[src/rtl/pll_hold_pkg.sv]
package pll_hold_pkg;
  typedef enum logic [1:0] {
    ST_NORMAL = 2'b00,
    ST_RESET  = 2'b01,
    ST_HOLD   = 2'b10,
    ST_WAIT   = 2'b11
  } hold_state_e;
endpackage

[src/rtl/phc_sync.sv]
module phc_sync #(
  parameter int unsigned STAGES  = 2,
  parameter logic        RST_VAL = 1'b1
) (
  input  logic clk_i,
  input  logic rst_ni,
  input  logic d_i,
  output logic q_o
);
  logic [STAGES-1:0] sync_q;

  always_ff @(posedge clk_i or negedge rst_ni) begin
    if (!rst_ni) sync_q <= {STAGES{RST_VAL}};
    else         sync_q <= {sync_q[STAGES-2:0], d_i};
  end

  assign q_o = sync_q[STAGES-1];
endmodule

[src/rtl/phc_fsm.sv]
module phc_fsm
  import pll_hold_pkg::*;
(
  input  logic        clk_i,
  input  logic        rst_ni,
  input  logic        req_i,
  input  logic        func_hold_i,
  input  logic        ref_valid_i,
  output hold_state_e state_o
);
  hold_state_e state_q, state_d;

  always_comb begin
    state_d = state_q;
    if (req_i) begin
      state_d = func_hold_i ? ST_HOLD : ST_RESET;
    end else begin
      unique case (state_q)
        ST_RESET, ST_HOLD: state_d = ST_WAIT;
        ST_WAIT:           state_d = ref_valid_i ? ST_NORMAL : ST_WAIT;
        default:           state_d = ST_NORMAL;
      endcase
    end
  end

  always_ff @(posedge clk_i or negedge rst_ni) begin
    if (!rst_ni) state_q <= ST_RESET;
    else         state_q <= state_d;
  end

  assign state_o = state_q;


  wait_hold_chk: assert property (@(posedge clk_i) disable iff (!rst_ni)
    (state_q == ST_WAIT && !req_i && !ref_valid_i) |=> state_q == ST_WAIT);

  wait_exit_chk: assert property (@(posedge clk_i) disable iff (!rst_ni)
    (state_q == ST_WAIT && !req_i && ref_valid_i) |=> state_q == ST_NORMAL);

  release_chk: assert property (@(posedge clk_i) disable iff (!rst_ni)
    ((state_q == ST_RESET || state_q == ST_HOLD) && !req_i) |=> state_q == ST_WAIT);

  func_sel_chk: assert property (@(posedge clk_i) disable iff (!rst_ni)
    req_i |=> (state_q == ST_HOLD) == $past(func_hold_i));
endmodule

[src/rtl/phc_outs.sv]
module phc_outs
  import pll_hold_pkg::*;
#(
  parameter int unsigned NUM_SE = 4
) (
  input  logic              clk_i,
  input  logic              rst_ni,
  input  hold_state_e       state_i,
  input  logic [NUM_SE-1:0] se_invert_i,
  output logic              cp_tristate_o,
  output logic              cnt_clr_o,
  output logic              force_static_o,
  output logic [NUM_SE-1:0] static_se_o
);
  assign cp_tristate_o  = (state_i != ST_NORMAL);
  assign cnt_clr_o      = (state_i == ST_RESET);
  assign force_static_o = (state_i == ST_RESET);

  for (genvar i = 0; i < NUM_SE; i++) begin : g_se
    assign static_se_o[i] = force_static_o & se_invert_i[i];
  end


  clr_tri_chk: assert property (@(posedge clk_i) disable iff (!rst_ni)
    cnt_clr_o |-> cp_tristate_o);

  clr_drop_chk: assert property (@(posedge clk_i) disable iff (!rst_ni)
    $fell(cnt_clr_o) |-> (cp_tristate_o && !force_static_o));
endmodule

[src/rtl/pll_hold_ctrl.sv]
module pll_hold_ctrl
  import pll_hold_pkg::*;
#(
  parameter int unsigned NUM_SE      = 4,
  parameter int unsigned SYNC_STAGES = 2
) (
  input  logic              clk_i,
  input  logic              rst_ni,
  input  logic              ctl_pin_ni,
  input  logic              ctl_reg_ni,
  input  logic              func_hold_i,
  input  logic              ref_valid_i,
  input  logic [NUM_SE-1:0] se_invert_i,
  output logic              cp_tristate_o,
  output logic              cnt_clr_o,
  output logic              force_static_o,
  output logic [NUM_SE-1:0] static_se_o,
  output logic [1:0]        state_o
);
  logic        pin_sync_n;
  logic        req;
  hold_state_e state;

  phc_sync #(.STAGES(SYNC_STAGES), .RST_VAL(1'b1)) i_sync (
    .clk_i (clk_i),
    .rst_ni(rst_ni),
    .d_i   (ctl_pin_ni),
    .q_o   (pin_sync_n)
  );

  // Either source low requests the function
  assign req = ~pin_sync_n | ~ctl_reg_ni;

  phc_fsm i_fsm (
    .clk_i      (clk_i),
    .rst_ni     (rst_ni),
    .req_i      (req),
    .func_hold_i(func_hold_i),
    .ref_valid_i(ref_valid_i),
    .state_o    (state)
  );

  phc_outs #(.NUM_SE(NUM_SE)) i_outs (
    .clk_i         (clk_i),
    .rst_ni        (rst_ni),
    .state_i       (state),
    .se_invert_i   (se_invert_i),
    .cp_tristate_o (cp_tristate_o),
    .cnt_clr_o     (cnt_clr_o),
    .force_static_o(force_static_o),
    .static_se_o   (static_se_o)
  );

  assign state_o = state;


  reg_req_chk: assert property (@(posedge clk_i) disable iff (!rst_ni)
    !ctl_reg_ni |=> state_o inside {2'b01, 2'b10});
endmodule

[config.mk]
export PLATFORM = sky130hd
export DESIGN_NAME = pll_hold_ctrl
export DESIGN_NICKNAME = d
export VERILOG_FILES = /design/src/rtl/pll_hold_pkg.sv /design/src/rtl/phc_sync.sv /design/src/rtl/phc_fsm.sv /design/src/rtl/phc_outs.sv /design/src/rtl/pll_hold_ctrl.sv
export SDC_FILE = /design/constraint.sdc
export NUM_CORES = 1
export LEC_CHECK = 0
export CAP_MARGIN = 40
export CORE_AREA = 3 3 40 42
export DETAILED_ROUTE_END_ITERATION = 8
export DIE_AREA = 0 0 43 45
export PLACE_DENSITY = 0.6
export SYNTH_ARGS = -nofsm -noshare
export SYNTH_HDL_FRONTEND = slang
export SYNTH_SLANG_ARGS = --single-unit
[constraint.sdc]
create_clock -name clk_i -period 2 [get_ports clk_i]
set_clock_uncertainty 0.2 [all_clocks]
set_input_delay 0.4 -clock clk_i [delete_from_list [all_inputs] [get_ports clk_i]]
set_output_delay 0.4 -clock clk_i [all_outputs]
set_load 0.02 [all_outputs]
==> insert_results.sql, run 1 <==
INSERT INTO impl_metrics (metric_group, metric, value, unit) VALUES
('worst_setup_path', 'timing.critical_path.slowest_stage_cell', 'dfstp_2', ''),
('detailed_routing', 'initial_drc_count', '0', ''),
('finish', 'area.growth.synth_to_final', '98.6', '%'),
('detailed_routing', 'route.detailed.drc', '0', ''),
('global_routing', 'grt_start_max_net_pins', '6', ''),
('worst_hold_path', 'min_path_cells', '0', ''),
('die', 'std_cell_rows', '13', ''),
('detailed_routing', 'antenna_violating_nets_post_route', '0', ''),
('worst_setup_path', 'worst-endpoint-required', '1400', 'ps'),
('detailed_routing', 'drt-pass1-iter-count', '1', ''),
('placement', 'placed_cells_incl_taps', '60', ''),
('finish', 'nets', '64', ''),
('worst_setup_path', 'critPathKind', 'flip-flop to output pin', ''),
('pwr', 'power.density', '602', 'nW/um^2'),
('pwr', 'largest_vdd_supply_drop', '0.268', 'mV'),
('yosys', 'syn-mean-instance-area', '11.6', 'um^2'),
('global_routing', 'grt_overflow', '0', ''),
('timing', 'clock.fmax', '520', 'MHz'),
('worst_setup_path', 'crit_path_start_kind', 'flip-flop', ''),
('yosys', 'seq_area_frac_synth', '0.390', ''),
('status', 'run_status', 'completed', ''),
('global_routing', 'globalRouteTotalUtil', '0.0618', ''),
('worst_setup_path', 'worstReg2RegStart', 'i_fsm.state_o[0]$_DFF_PN1_', ''),
('finish', 'fin_cells', '64', ''),
('yosys', 'synth_compound_gate_area_share', '0.146', ''),
('detailed_routing', 'detail_route.vias_per_cell', '3.78', ''),
('yosys', 'count_of_unique_library_cells_instantiated_by_yosys', '10', ''),
('cts', 'clock_path_buffers', '2', ''),
('cts', 'clk_pin_slew_worst_paths', '40', 'ps'),
('worst_setup_path', 'crit_path_max_incr_delay', '570', 'ps'),
('timing', 'final-max-slew-violation-count', '0', ''),
('placement', 'placed_standard_cell_area', '495', 'um^2'),
('yosys', 'synth_xor_area_frac', '0', ''),
('worst_setup_path', 'critPathMaxFanout', '5', ''),
('timing', 'unrepaired_setup_endpoints_after_global_routing', 'false', ''),
('detailed_routing', 'via_count', '242', ''),
('finish', 'layout.cells.most_common_list', 'clkdlybuf4s50_1, inv_1, clkdlybuf4s15_2, buf_4, and2_1', ''),
('finish', 'antenna-diode-count', '0', ''),
('die', 'boundaryPins', '19', ''),
('placement', 'hpwl', '459', 'um'),
('worst_setup_path', 'crit_chain', 'ha_4 -> and2_1 -> clkdlybuf4s15_2', ''),
('yosys', 'synth_simple_gate_area_frac', '0.178', ''),
('finish', 'finalInstanceArea', '529', 'um^2'),
('cts', 'cts-root-buf', 'clkbuf_4', ''),
('finish', 'share_of_final_layout_standard_cells_stronger_than_drive_strength_1', '0.490', ''),
('die', 'core_region_area', '1280', 'um^2'),
('global_routing', 'grt_pass1_vias', '241', ''),
('die', 'dieWidth', '43', 'um'),
('cts', 'cts.sinks', '4', ''),
('placement', 'routabilityCongestion', '0.613', ''),
('detailed_routing', 'avgRoutedWirePerCell', '7.67', 'um'),
('cts', 'postCtsSetupRepairBufs', '0', ''),
('timing', 'actual_slew_at_the_worst_max_slew_pin', '220', 'ps'),
('die', 'die-area', '1940', 'um^2'),
('yosys', 'total_of_warnings_raised_by_yosys', '0', ''),
('worst_setup_path', 'endpoint_kind', 'output pin', ''),
('worst_setup_path', 'timing.rr.end', 'i_fsm.state_o[1]$_DFF_PN0_', ''),
('yosys', 'synthesis.nets', '37', ''),
('timing', 'finalHoldViolCount', '0', ''),
('yosys', 'combinational_family_with_the_most_area_after_synthesis', 'adder cells', ''),
('timing', 'final-setup-viol-count', '0', ''),
('worst_setup_path', 'setup.reg_to_reg.worst_slack', '440', 'ps'),
('cts', 'number_of_hold_repair_buffers_added_at_the_cts_stage', '0', ''),
('pwr', 'leakagePower', '0.238', 'nW'),
('cts', 'cts_inserted_buffers', '3', ''),
('yosys', 'synth.cell_area', '267', 'um^2'),
('placement', 'io_buffers', '18', ''),
('worst_setup_path', 'worstPathArrival', '1320', 'ps'),
('cts', 'clock_insertion_delay_worst_skew', '230', 'ps'),
('worst_hold_path', 'timing.hold.worst.class', 'flip-flop to flip-flop', ''),
('cts', 'clock_tree_from_tritoncts', 'built', '');
[repair_timing]
item,in CTS,in global routing
cloned,0,0
setup endpoints to repair,8,7
pin swaps,0,0
gates resized for setup,22,3
[synthesized netlist by cell type, drive strengths merged]
library cell	number	area share
ha	4	0.19
inv	5	0.070
o21ai	2	0.066
dfstp	3	0.30
dfrtp	1	0.094
o211ai	1	0.080
nor2b	1	0.052
buf	1	0.028
and2	5	0.13
[where the power goes]
group	internal, W	leakage, nW	total, W	switching (W)
sequential	0.0000907	0.0435	0.0000956	0.00000491
clock	0.0000748	0.0150	0.000107	0.0000326
combinational	0.0000638	0.180	0.000116	0.0000519
[metal layers]
| layer | up-vias | part of all wire | GRT usage |
|---|---|---|---|
| met5 | - | 0 | 0 |
| met1 | 104 | 0.31 | 0.0487 |
| li1 | 119 | - | - |
| met4 | 0 | 0 | 0.0542 |
| met2 | 19 | 0.43 | 0.102 |
| met3 | 0 | 0.25 | 0.0438 |
[cell families (layout without fill, tap and decap cells)]
family / Yosys count / after routing
and+or+nand+nor: 6 / 6
buffers and inverters: 6 / 32
adders and majority gates: 4 / 4
DFF: 4 / 4
AOI/OAI and AO/OA: 3 / 3
[final cells by class]
| cell class | count | area (um^2) | share of cell area |
|---|---|---|---|
| clock buffers | 4 | 26.3 | 0.0496 |
| inverters | 5 | 18.8 | 0.0355 |
| multi-input cells | 13 | 149 | 0.281 |
| flip-flops and latches | 4 | 104 | 0.196 |
| well taps | 15 | 18.8 | 0.0355 |
| repair buffers | 23 | 213 | 0.402 |
[sequential cells by signal, summed over array words and instances (netlist names)]
name           count
i_sync.sync_q      2
i_fsm.state_o      2
[critical path: cells and delay by family (launching register included)]
kind,cells,cell delay (ps)
simple gates,1,110
buf+inv,1,250
flops,1,570
fa+ha+maj,1,150
[per-stage QoR]
stage               power (W)  utilization  setup slack, ps  setup TNS [ps]  hold WS [ps]
finish               0.000319        0.412             76.3               0           152
detailed placement   0.000218        0.386             -156            -786           148
global placement     0.000218        0.386             -152            -795           146
CTS                  0.000327        0.413             8.65               0           153
floorplan            0.000152            -              186               0         -95.6
global route         0.000342        0.412             4.83               0           154
[worst max-delay path by stage]
stage	startpoint	end	slack, ps	depth (start not counted)
after floorplan	i_fsm.state_o[0]$_DFF_PN1_	static_se_o[0]	190	2
after global placement	se_invert_i[0]	static_se_o[0]	-150	3
after detailed placement	se_invert_i[3]	static_se_o[3]	-160	3
after CTS	i_fsm.state_o[0]$_DFF_PN1_	cp_tristate_o	9	4
after global routing	i_fsm.state_o[0]$_DFF_PN1_	static_se_o[1]	5	3
final	i_fsm.state_o[0]$_DFF_PN1_	static_se_o[0]	80	3
Power figures use the tool's default switching activity.
==> run 2, diff against run 1 <==
--- a/config.mk
+++ b/config.mk
@@ -9,6 +9,8 @@
 export CORE_AREA = 3 3 40 42
 export DETAILED_ROUTE_END_ITERATION = 8
 export DIE_AREA = 0 0 43 45
+export HOLD_SLACK_MARGIN = 0.15
+export MAX_ROUTING_LAYER = met4
 export PLACE_DENSITY = 0.6
 export SYNTH_ARGS = -nofsm -noshare
 export SYNTH_HDL_FRONTEND = slang
==> insert_results.sql, run 2 (same netlist as run 1, synthesis figures left out) <==
INSERT INTO impl_metrics (metric_group, metric, value, unit) VALUES
('detailed_routing', 'detail_route.vias_per_cell', '3.78', ''),
('global_routing', 'met3_usage_in_global_routing', '0.0398', ''),
('worst_hold_path', 'hold_path_end', 'i_sync.sync_q[1]$_DFF_PN1_', ''),
('die', 'die-area', '1940', 'um^2'),
('timing', 'finalHoldViolCount', '0', ''),
('cts', 'clk_pin_slew_worst_paths', '40', 'ps'),
('finish', 'share_of_final_layout_standard_cells_stronger_than_drive_strength_1', '0.490', ''),
('die', 'boundaryPins', '19', ''),
('status', 'run_status', 'completed', ''),
('die', 'std_cell_rows', '13', ''),
('worst_setup_path', 'timing.critical_path.depth', '3', ''),
('cts', 'clock_path_buffers', '2', ''),
('worst_setup_path', 'setup.reg_to_reg.worst_slack', '440', 'ps'),
('worst_setup_path', 'worst-endpoint-required', '1400', 'ps'),
('pwr', 'clock_power_share', '0.337', ''),
('worst_setup_path', 'worstReg2RegStart', 'i_fsm.state_o[0]$_DFF_PN1_', ''),
('job', 'max_capacitance_violation_count', '0', ''),
('timing', 'actual_slew_at_the_worst_max_slew_pin', '220', 'ps'),
('cts', 'number_of_hold_repair_buffers_added_at_the_cts_stage', '0', ''),
('placement', 'routabilityCongestion', '0.618', ''),
('timing', 'final-max-slew-violation-count', '0', ''),
('worst_setup_path', 'crit_path_start_kind', 'flip-flop', ''),
('cts', 'clock_insertion_delay_worst_skew', '230', 'ps'),
('finish', 'antenna-diode-count', '0', ''),
('timing', 'finalHoldWorstSlack', '152', 'ps'),
('finish', 'ff_latch_area', '104', 'um^2'),
('detailed_routing', 'postRouteWirelength', '491', 'um'),
('cts', 'clock_tree_from_tritoncts', 'built', ''),
('die', 'core_region_area', '1280', 'um^2'),
('detailed_routing', 'via_count', '242', ''),
('pwr', 'largest_vdd_supply_drop', '0.268', 'mV'),
('placement', 'io_buffers', '18', ''),
('worst_setup_path', 'critPathKind', 'flip-flop to output pin', ''),
('worst_setup_path', 'worstPathArrival', '1320', 'ps'),
('detailed_routing', 'initial_drc_count', '0', ''),
('worst_hold_path', 'holdCritStartpoint', 'i_sync.sync_q[0]$_DFF_PN1_', ''),
('placement', 'placed_cells_incl_taps', '60', ''),
('die', 'dieWidth', '43', 'um'),
('global_routing', 'global_route_wire_length_before_repair', '862', 'um'),
('cts', 'cts-htree-levels', '1', ''),
('die', 'initial_utilization', '0.207', ''),
('worst_setup_path', 'endpoint_kind', 'output pin', ''),
('worst_setup_path', 'timing.reg2reg.worst_path_depth', '4', ''),
('pwr', 'share_of_total_power_in_sequential_cells', '0.300', ''),
('pwr', 'power.density', '602', 'nW/um^2'),
('pwr', 'power.switching_fraction', '0.280', ''),
('pwr', 'leakagePower', '0.238', 'nW'),
('finish', 'num-fill-cells', '127', ''),
('finish', 'fin_cells', '64', ''),
('global_routing', 'grt_util_met2', '0.102', ''),
('worst_setup_path', 'critPathMaxFanout', '5', ''),
('global_routing', 'grt_start_max_net_pins', '6', ''),
('global_routing', 'grt_antenna_before_repair', '0', ''),
('cts', 'cts_inserted_buffers', '3', ''),
('cts', 'cts.sinks', '4', ''),
('timing', 'period_minus_slack', '1920', 'ps'),
('worst_setup_path', 'crit_path_max_incr_delay', '570', 'ps'),
('cts', 'cts-root-buf', 'clkbuf_4', ''),
('worst_setup_path', 'timing.critical_path.max_delay_family', 'flip-flops', ''),
('finish', 'mostFrequentLayoutCell', 'clkdlybuf4s50_1', ''),
('finish', 'layout.cells.most_common_list', 'clkdlybuf4s50_1, inv_1, clkdlybuf4s15_2, buf_4, and2_1', ''),
('pwr', 'share_comb_of_total_power', '0.363', ''),
('global_routing', 'grt_pass1_vias', '241', ''),
('timing', 'slew_hr', '0.853', ''),
('timing', 'clock.fmax', '520', 'MHz'),
('pwr', 'switching_power', '0.0000894', 'W'),
('worst_setup_path', 'timing.rr.end', 'i_fsm.state_o[1]$_DFF_PN0_', ''),
('detailed_routing', 'route.detailed.drc', '0', ''),
('worst_hold_path', 'timing.hold.worst.class', 'flip-flop to flip-flop', ''),
('die', 'die_y', '45', 'um'),
('global_routing', 'gr-usage-met1', '0.0511', ''),
('detailed_routing', 'antenna_violating_nets_post_route', '0', ''),
('finish', 'area.growth.synth_to_final', '98.6', '%'),
('pwr', 'p_int', '0.000229', 'W'),
('timing', 'unrepaired_setup_endpoints_after_global_routing', 'false', ''),
('global_routing', 'grt_overflow', '0', ''),
('detailed_routing', 'drt-pass1-iter-count', '1', ''),
('worst_hold_path', 'min_path_cells', '0', ''),
('finish', 'multiInputGateArea', '149', 'um^2'),
('worst_setup_path', 'crit_chain', 'ha_4 -> and2_1 -> clkdlybuf4s15_2', ''),
('placement', 'hpwl', '459', 'um'),
('global_routing', 'globalRouteTotalUtil', '0.0637', ''),
('timing', 'post_route_clock_period_utilization', '0.962', ''),
('worst_setup_path', 'buffer_and_inverter_count_on_the_worst_path', '1', ''),
('timing', 'final-setup-viol-count', '0', ''),
('global_routing', 'grt_most_used_layer', 'met2', ''),
('worst_setup_path', 'timing.critical_path.slowest_stage_cell', 'dfstp_2', ''),
('finish', 'nets', '64', ''),
('detailed_routing', 'avgRoutedWirePerCell', '7.67', 'um');
-- run 2: cell counts in the layout (fill, tap and decap cells not counted) --
No cell type changed its count.
-- run 2: stage by stage --
stage | TNS, ps | utilization | setup WS (ps) | total power [W] | area, um^2
2_1_floorplan | 0 | - | 186 | 0.000152 | 267
3_3_place_gp | -795 | 0.386 | -152 | 0.000218 | 495
3_5_place_dp | -786 | 0.386 | -156 | 0.000218 | 495
4_1_cts | 0 | 0.413 | 8.65 | 0.000327 | 531
5_1_grt | 0 | 0.412 | 4.83 | 0.000342 | 529
6_report | 0 | 0.412 | 76.2 | 0.000319 | 529
-- run 2: cell type report --
type	count	area share
Multi-Input combinational cell	13	0.281
Tap cell	15	0.0355
Timing Repair Buffer	23	0.402
Sequential cell	4	0.196
Clock buffer	4	0.0496
Inverter	5	0.0355
-- run 2: worst max path at each step --
stage / startpoint / end / slack [ps]
finish: i_fsm.state_o[0]$_DFF_PN1_ / static_se_o[0] / 80
global route: i_fsm.state_o[0]$_DFF_PN1_ / static_se_o[1] / 5
CTS: i_fsm.state_o[0]$_DFF_PN1_ / cp_tristate_o / 9
detailed placement: se_invert_i[3] / static_se_o[3] / -160
global placement: se_invert_i[0] / static_se_o[0] / -150
floorplan: i_fsm.state_o[0]$_DFF_PN1_ / static_se_o[0] / 190
-- run 2: worst register-to-register path: stages (launching register included) --
cell and delay [ps]:
dfstp_2 570, inv_1 70, ha_1 320, o211ai_4 210, o21ai_2 70
-- run 2: routing by layer --
metal  share of wire  wire (um)
met1            0.33        160
met2            0.43        212
met3            0.24        117
met4               0          0
met5               0          0
-- run 2: timing repair --
item                                    CTS  global route
endpoints found under the setup margin    8             7
setup buffers                             0             0
cloned                                    0             0
gates resized for setup                  22             3
-- run 2: power by group through the flow --
stage | clock [W] | sequential (W) | combinational, W
after floorplan | 0 | 0.000101 | 0.0000514
after global placement | 0 | 0.0000956 | 0.000122
after detailed placement | 0 | 0.0000957 | 0.000122
after CTS | 0.000114 | 0.0000948 | 0.000118
after global routing | 0.000120 | 0.0000967 | 0.000126
final | 0.000107 | 0.0000956 | 0.000116
